File: src/rtl/pgf_pkg.sv
package pgf_pkg;

  typedef enum logic [1:0] {
    DIV_DIRECT = 2'b00,
    DIV_SLOW   = 2'b01,
    DIV_FAST   = 2'b10,
    DIV_SPARE  = 2'b11
  } div_sel_e;

  // Number of osc ticks per base tick for a given divider choice.
  function automatic int unsigned prediv_len(input logic [1:0] sel,
                                             input int unsigned slow,
                                             input int unsigned fast);
    case (div_sel_e'(sel))
      DIV_SLOW: return slow;
      DIV_FAST: return fast;
      default:  return 1;
    endcase
  endfunction

  // True when a counter sits on (or past) its last value of a cycle of len.
  function automatic logic wrap_hit(input int unsigned cnt,
                                    input int unsigned len);
    return (cnt + 1) >= len;
  endfunction

  // Next state of a two-sample agreement filter: follow when both agree.
  function automatic logic agree_next(input logic cur, input logic prev,
                                      input logic held);
    if (cur == prev) return cur;
    return held;
  endfunction

endpackage

File: src/rtl/pgf_tick_gen.sv
module pgf_tick_gen
  import pgf_pkg::*;
#(
  parameter int unsigned PRE_SLOW = 12,
  parameter int unsigned PRE_FAST = 6,
  parameter int unsigned HALF_DIV = 4,
  localparam int unsigned PW = $clog2(PRE_SLOW + 1),
  localparam int unsigned HW = $clog2(HALF_DIV)
) (
  input  logic          clk,
  input  logic          rst_n,
  input  logic          osc_tick,
  input  logic [1:0]    div_sel,
  output logic          base_tick,
  output logic          sample_tick,
  output logic [PW-1:0] pre_cnt,
  output logic [HW-1:0] half_cnt
);

  int unsigned pre_len;
  logic        pre_last;
  logic        half_last;

  always_comb begin
    pre_len     = prediv_len(div_sel, PRE_SLOW, PRE_FAST);
    pre_last    = wrap_hit(32'(pre_cnt), pre_len);
    half_last   = wrap_hit(32'(half_cnt), HALF_DIV);
    base_tick   = osc_tick && pre_last;
    sample_tick = base_tick && half_last;
  end

  always_ff @(posedge clk or negedge rst_n) begin
    if (!rst_n) begin
      pre_cnt <= '0;
    end else if (osc_tick) begin
      if (pre_last) pre_cnt <= '0;
      else          pre_cnt <= pre_cnt + 1'b1;
    end
  end

  always_ff @(posedge clk or negedge rst_n) begin
    if (!rst_n) begin
      half_cnt <= '0;
    end else if (base_tick) begin
      if (half_last) half_cnt <= '0;
      else           half_cnt <= half_cnt + 1'b1;
    end
  end

endmodule

File: src/rtl/pgf_sync2.sv
module pgf_sync2 #(
  parameter int unsigned W = 4
) (
  input  logic         clk,
  input  logic         rst_n,
  input  logic [W-1:0] d,
  output logic [W-1:0] q
);

  logic [W-1:0] stage1;

  always_ff @(posedge clk or negedge rst_n) begin
    if (!rst_n) begin
      stage1 <= '1;
      q      <= '1;
    end else begin
      stage1 <= d;
      q      <= stage1;
    end
  end

endmodule

File: src/rtl/pgf_pin_lane.sv
module pgf_pin_lane
  import pgf_pkg::*;
(
  input  logic clk,
  input  logic rst_n,
  input  logic sample_tick,
  input  logic sync_in,
  input  logic filt_en,
  output logic filt_q,
  output logic smp_q,
  output logic pin_out
);

  always_ff @(posedge clk or negedge rst_n) begin
    if (!rst_n) begin
      smp_q  <= 1'b1;
      filt_q <= 1'b1;
    end else if (sample_tick) begin
      smp_q  <= sync_in;
      filt_q <= agree_next(sync_in, smp_q, filt_q);
    end
  end

  assign pin_out = filt_en ? filt_q : sync_in;

endmodule

File: src/rtl/pin_glitch_filter.sv
module pin_glitch_filter
  import pgf_pkg::*;
#(
  parameter int unsigned N_PINS   = 4,
  parameter int unsigned PRE_SLOW = 12,
  parameter int unsigned PRE_FAST = 6,
  parameter int unsigned HALF_DIV = 4,
  localparam int unsigned PW = $clog2(PRE_SLOW + 1),
  localparam int unsigned HW = $clog2(HALF_DIV)
) (
  input  logic              clk,
  input  logic              rst_n,
  input  logic              osc_tick,
  input  logic [1:0]        div_sel,
  input  logic [N_PINS-1:0] filt_en,
  input  logic [N_PINS-1:0] pins_n,
  output logic [N_PINS-1:0] pins_out_n
);

  logic              base_tick;
  logic              sample_tick;
  logic [PW-1:0]     pre_cnt;
  logic [HW-1:0]     half_cnt;
  logic [N_PINS-1:0] sync_q;
  logic [N_PINS-1:0] filt_q;
  logic [N_PINS-1:0] smp_q;

  pgf_tick_gen #(
    .PRE_SLOW (PRE_SLOW),
    .PRE_FAST (PRE_FAST),
    .HALF_DIV (HALF_DIV)
  ) u_tick (
    .clk         (clk),
    .rst_n       (rst_n),
    .osc_tick    (osc_tick),
    .div_sel     (div_sel),
    .base_tick   (base_tick),
    .sample_tick (sample_tick),
    .pre_cnt     (pre_cnt),
    .half_cnt    (half_cnt)
  );

  pgf_sync2 #(.W(N_PINS)) u_sync (
    .clk   (clk),
    .rst_n (rst_n),
    .d     (pins_n),
    .q     (sync_q)
  );

  for (genvar i = 0; i < N_PINS; i++) begin : g_lane
    pgf_pin_lane u_lane (
      .clk         (clk),
      .rst_n       (rst_n),
      .sample_tick (sample_tick),
      .sync_in     (sync_q[i]),
      .filt_en     (filt_en[i]),
      .filt_q      (filt_q[i]),
      .smp_q       (smp_q[i]),
      .pin_out     (pins_out_n[i])
    );
  end

endmodule

File: config.mk
export PLATFORM = sky130hd
export DESIGN_NAME = pin_glitch_filter
export DESIGN_NICKNAME = d
export VERILOG_FILES = /design/src/rtl/pgf_pkg.sv /design/src/rtl/pgf_tick_gen.sv /design/src/rtl/pgf_sync2.sv /design/src/rtl/pgf_pin_lane.sv /design/src/rtl/pin_glitch_filter.sv
export SDC_FILE = /design/constraint.sdc
export NUM_CORES = 1
export LEC_CHECK = 0
export BUFFER_PORTS_ARGS = -buffer_cell sky130_fd_sc_hd__buf_2
export CAP_MARGIN = 20
export CORE_MARGIN = 5
export CORE_UTILIZATION = 55
export CTS_BUF_LIST = sky130_fd_sc_hd__clkbuf_16
export DETAILED_ROUTE_END_ITERATION = 12
export PLACE_DENSITY = 0.78
export SYNTH_ARGS = -nofsm -noshare
export SYNTH_HDL_FRONTEND = slang
export SYNTH_HIERARCHICAL = 1
export SYNTH_SLANG_ARGS = --single-unit
File: constraint.sdc
create_clock -name clk -period 3.8 [get_ports clk]
set_input_delay 0.76 -clock clk [delete_from_list [all_inputs] [get_ports clk]]
set_output_delay 0.76 -clock clk [all_outputs]
set_load 0.05 [all_outputs]
# Yosys cells after proc, flatten, opt, wreduce, memory -nomap -nowiden

Index checks and enable logic that the tools add are counted.

Muxes and demuxes: 19
Magnitude comparators: 2
Reductions and logical operators: 6
Add/subtract/negate cells: 4
Eq/ne operators: 6

Operators with widths:

| operator            | count |
|---|---|
| $ge 32x3->1 const B | 1 |
| $ge 32x4->1         | 1 |
| $mux 1              | 16 |
| $pmux 4 s2          | 1 |
| $reduce_and 2->1    | 4 |
| $add 4x1->5 const B | 1 |
| $add 4x1->4 const B | 1 |
| $eq 1x1->1          | 4 |
| $mux 4              | 1 |
| $add 2x1->3 const B | 1 |
| $add 2x1->2 const B | 1 |
| $eq 2x1->1 const B  | 1 |
| $eq 2x2->1 const B  | 1 |
| $logic_and 1x1->1   | 2 |
| $mux 2              | 1 |

Logic and storage cells: 49
Bits in registers: 22
Input bits: 13

# Longest topological paths before layout

Depth in word-level cells: 7
Depth in mapped cells: 10
Gate-level depth less buffers: 10

# Hierarchy

The synthesis kept the hierarchy.

By module, submodules not included:

| module       | cells an instance | area each (sq um) | sequential area each (sq um) | instances |
|---|---|---|---|---|
| pgf_tick_gen | 48                | 467.9             | 150.1                        | 1 |
| pgf_pin_lane | 7                 | 97.6              | 52.6                         | 4 |
| pgf_sync2    | 8                 | 210.2             | 210.2                        | 1 |

# Worst setup path after synthesis

OpenSTA, ideal clock, no wires.

Path kind: input-to-reg
Start: in div_sel[0]
End: reg g_lane[0].u_lane.filt_q
Data required time: 3721 ps
Buffers on the path: 0
Setup time: 79 ps
Cell stages on the path: 9
Setup slack: 1151 ps
Arrival time: 2570 ps
Path through: inv_1 -> ha_1 -> ha_1 -> nor3b_2 -> o21ai_2 -> or2_1 -> and3_1 -> a21o_1 -> a22o_1

Cells in the longest elaborated chain, start to end: 6
Elaborated cells on any way between the ends: 7
Those cells by class: order compare (1); eq/ne (2); mux (1); reduce/logical (3)

RTL lines:

| item                                     | line                    | source |
|---|---|---|
| start, declared                          | pin_glitch_filter.sv:14 | `input logic [1:0] div_sel,` |
| $eq 2x2->1 or $eq 2x1->1 (tied branches) | pgf_pkg.sv:14           | `case (div_sel_e'(sel))` |
| $pmux 4 s2 (*)                           | pgf_pkg.sv:14           |  |
| $ge 32x4->1 (*)                          | pgf_pkg.sv:24           | `return (cnt + 1) >= len;` |
| $logic_and 1x1->1 (*)                    | pgf_tick_gen.sv:28      | `base_tick = osc_tick && pre_last;` |
| $logic_and 1x1->1 (*)                    | pgf_tick_gen.sv:29      | `sample_tick = base_tick && half_last;` |
| via sample_tick                          | pin_glitch_filter.sv:21 | `logic sample_tick;` |
| $reduce_and 2->1 (no source line) (*)    | --                      |  |
| end signal, assigned                     | pgf_pin_lane.sv:20      | `filt_q <= agree_next(sync_in, smp_q, filt_q);` |
| end, declared                            | pgf_pin_lane.sv:9       | `output logic filt_q,` |

Mark *: on every way through the listed nets, which the timed path passes. The rest lies on a longest branch.
A chain may end at the register's enable or synchronous reset.

# Worst setup path after layout

Start: in div_sel[0]
End: reg g_lane[1].u_lane.filt_q

Cells in the longest elaborated chain, start to end: 6
Elaborated cells on any way between the ends: 7
Those cells by class: order compare (1); eq/ne (2); mux (1); reduce/logical (3)

RTL lines:

| item                                     | line |
|---|---|
| $eq 2x2->1 or $eq 2x1->1 (tied branches) | pgf_pkg.sv:14 |
| $pmux 4 s2 (*)                           | pgf_pkg.sv:14 |
| $ge 32x4->1 (*)                          | pgf_pkg.sv:24 |
| $logic_and 1x1->1 (*)                    | pgf_tick_gen.sv:28 |
| $logic_and 1x1->1 (*)                    | pgf_tick_gen.sv:29 |
| via sample_tick                          | pin_glitch_filter.sv:21 |
| $reduce_and 2->1 (no source line) (*)    | -- |
| end signal, assigned                     | pgf_pin_lane.sv:20 |
| end, declared                            | pgf_pin_lane.sv:9 |

Marks and branches as above.

==> impl_results.md <==
* Int Power at 625 uW
* Antenna violations before repair at 0
* First-pass GRT wire length at around 2800 um
* Antenna-violating nets left at 0
* Vias at between 600 and 700
* Total grt overflow at 0
* Hold WS at roughly 0.35 ns
* Slew HR at between 70% and 80%
* Die Y at about 54 um
* Vias/cell at 5.12
* Vias in the first global route at 633
* Psw at 292 uW
* PostCTS Resize Cnt at 0
* Clock share of power at a little under a quarter
* Inserted Clock Buffers at 3
* Clk_skew at approximately 0.0019 ns
* Crit path launch type: input pin
* PD cells at 733 nW/um^2
* # DRC at 0
* Largest stage delay, worst path at approximately 0.33 ns
* Sw Ratio at a little under a third
* Core Footprint at between 1500 and 2000 um^2
* DR iter-0 viols at 0
* Clk root buf: clkbuf_16
* N_diodes at 0
* WL final at roughly 1600 um
* Slowest cell on crit path: and3_1
* Initial core utilization at 56.0%
* Lkg Pwr at between 0.0005 and 0.0006 uW
* Setup violators final at 0
* DIE WIDTH at 54 um
* Area grow syn2layout at 17.4%
* Gr usage total at about 14%
* Total setup buffers inserted after CTS at 0
* Pin count of the biggest net entering global routing at 23
* Total chip power at roughly 900 uW
* Worst Tran Pin Value at 0.449 ns
* Status: finished clean
* Required time worst endpoint at 3.98 ns
* RSZ-0062 raised after global routing: false
* Sequential share of power at between 40% and 50%
* Final setup TNS at 0 ns
* Pre-CTS setup slack at about 0.9 ns
* Arrival time worst endpoint at about 2.8 ns
* Critical path buffers and inverters at 2
* Nets at 124
* Syn avg cell area at 12.8 um^2
* CTS sink cnt at 22
* Synth Instances at 83
* Number of top-level pins at 17
* DR WL/cell at 12.3 um
* Syn_nets at 104
* Max-cap viol count at 0
* Worst Slack Setup Final at between 1 and 1.5 ns
* Fillers at approximately 140
* Layout cell share with drive strength beyond 1 at a little under half
* Hold crit path type: reg2reg
* Final Critical Period at ~2.6 ns
* Worst-Skew Late Latency at between 0.2 and 0.3 ns
* Clock slew at reported path FFs at roughly 0.05 ns
* Ys Warns at 6
* Fmax at 378 MHz
* Gpl congestion at between 0.7 and 0.8
* CP Max Fanout at 12
* Final hold violations at 0
* Hpwl dp at between 1000 and 1500 um
* CTS Hold Bufs at 0
* # rows at 16
* Peak VDD IR at approximately 0.45 mV
* Die area at around 2900 um^2
* WS Path Type: in2reg
* CTS tree: done
* Most used cell, CP: ha_1
* Cell family with most CP delay: simple AND/OR/NAND/NOR gates
* CTS H-Tree Depth at 1
* Worst-path cell chain: buf_2, inv_1, ha_1, ha_1, nor3b_2, o21ai_2, or2_1, and3_1, a21o_1, a22o_1
* Clock Path Buffers at 2
* Slew Viols, Final at 0
* Crit. End Element: flop
* DRT Pass-1 Iters at 1
* Comb power frac at about 36%
* Synthesized area at about 1100 um^2
* Final Cycle Share at a little over two thirds
* Port bufs at 16
## per-layer routing
layer | vias up | GRT usage, % | part of all wire (%)
met5 | - | 0 | 0
met4 | 0 | 4.98 | 0
met3 | 0 | 4.99 | 4.0
met2 | 10 | 21.8 | 52
met1 | 322 | 16.5 | 44
li1 | 329 | - | -
## power by group through the flow
| stage | logic (uW) | clock network [uW] | registers, uW |
|---|---|---|---|
| 2_1_floorplan | 271 | 0 | 366 |
| 3_3_place_gp | 315 | 0 | 374 |
| 3_5_place_dp | 328 | 0 | 379 |
| 5_1_grt | 366 | 234 | 385 |
| 4_1_cts | 330 | 221 | 376 |
| 6_report | 326 | 214 | 376 |
## final cells by class
class | count | area, um^2 | share of cell area (%)
inverters | 6 | 22.5 | 1.80
well taps | 27 | 33.8 | 2.70
repair buffers | 16 | 80.1 | 6.41
flip-flops and latches | 22 | 571 | 45.6
clock inverters | 1 | 3.75 | 0.300
clock buffers | 3 | 75.1 | 6.01
multi-input cells | 54 | 464 | 37.1
## sequential cells by signal, summed over array words and instances (netlist names)
| signal | cells |
|---|---|
| g_lane.u_lane/filt_q | 4 |
| g_lane.u_lane/smp_q | 4 |
| u_sync/q | 4 |
| u_sync/stage1 | 4 |
| u_tick/pre_cnt | 4 |
| u_tick/half_cnt | 2 |
## placed cells by master, fill, tap and decap left out, drive strengths merged, types with 3 or more instances in the layout
cell and count:
ha 8, and3 3, dfrtp 6, dfstp 16, clkbuf 3, buf 16, inv 6, a21o 4
mux2 10, nor2 3, o21ai 4, a22o 4, nand2b 6
## through the flow
stage / utilization [%] / cells / area (um^2)
final: 65.7 / 129 / 1250
after global routing: 65.7 / 129 / 1250
after global placement: 61.6 / 125 / 1170
after detailed placement: 61.6 / 125 / 1170
after floorplan: - / 83 / 1060
after CTS: 65.7 / 129 / 1250
## worst reg2reg max path, cell delays in order, from the launching register on
cell,delay (ns)
dfrtp_1,0.42
ha_1,0.27
xor2_1,0.18
ha_1,0.29
o211ai_2,0.08
o21ai_2,0.20
or2_1,0.17
and3_1,0.44
mux2_2,0.39
## worst paths after layout
path | from | end | slack, ns | cells after the start
setup / recovery | div_sel[0] | g_lane[1].u_lane/filt_q | 1.15 | 10
hold / removal | u_sync/stage1[0] | u_sync/q[0] | 0.35 | 0
setup reg to reg | u_tick/pre_cnt[0] | g_lane[3].u_lane/smp_q | 1.29 | 8
hold reg to reg | u_sync/stage1[0] | u_sync/q[0] | 0.35 | 0
max in group asynchronous | rst_n | g_lane[1].u_lane/filt_q | 3.01 | 1
min in group asynchronous | rst_n | u_tick/pre_cnt[1] | 0.45 | 1
Power figures use the tool's default switching activity.
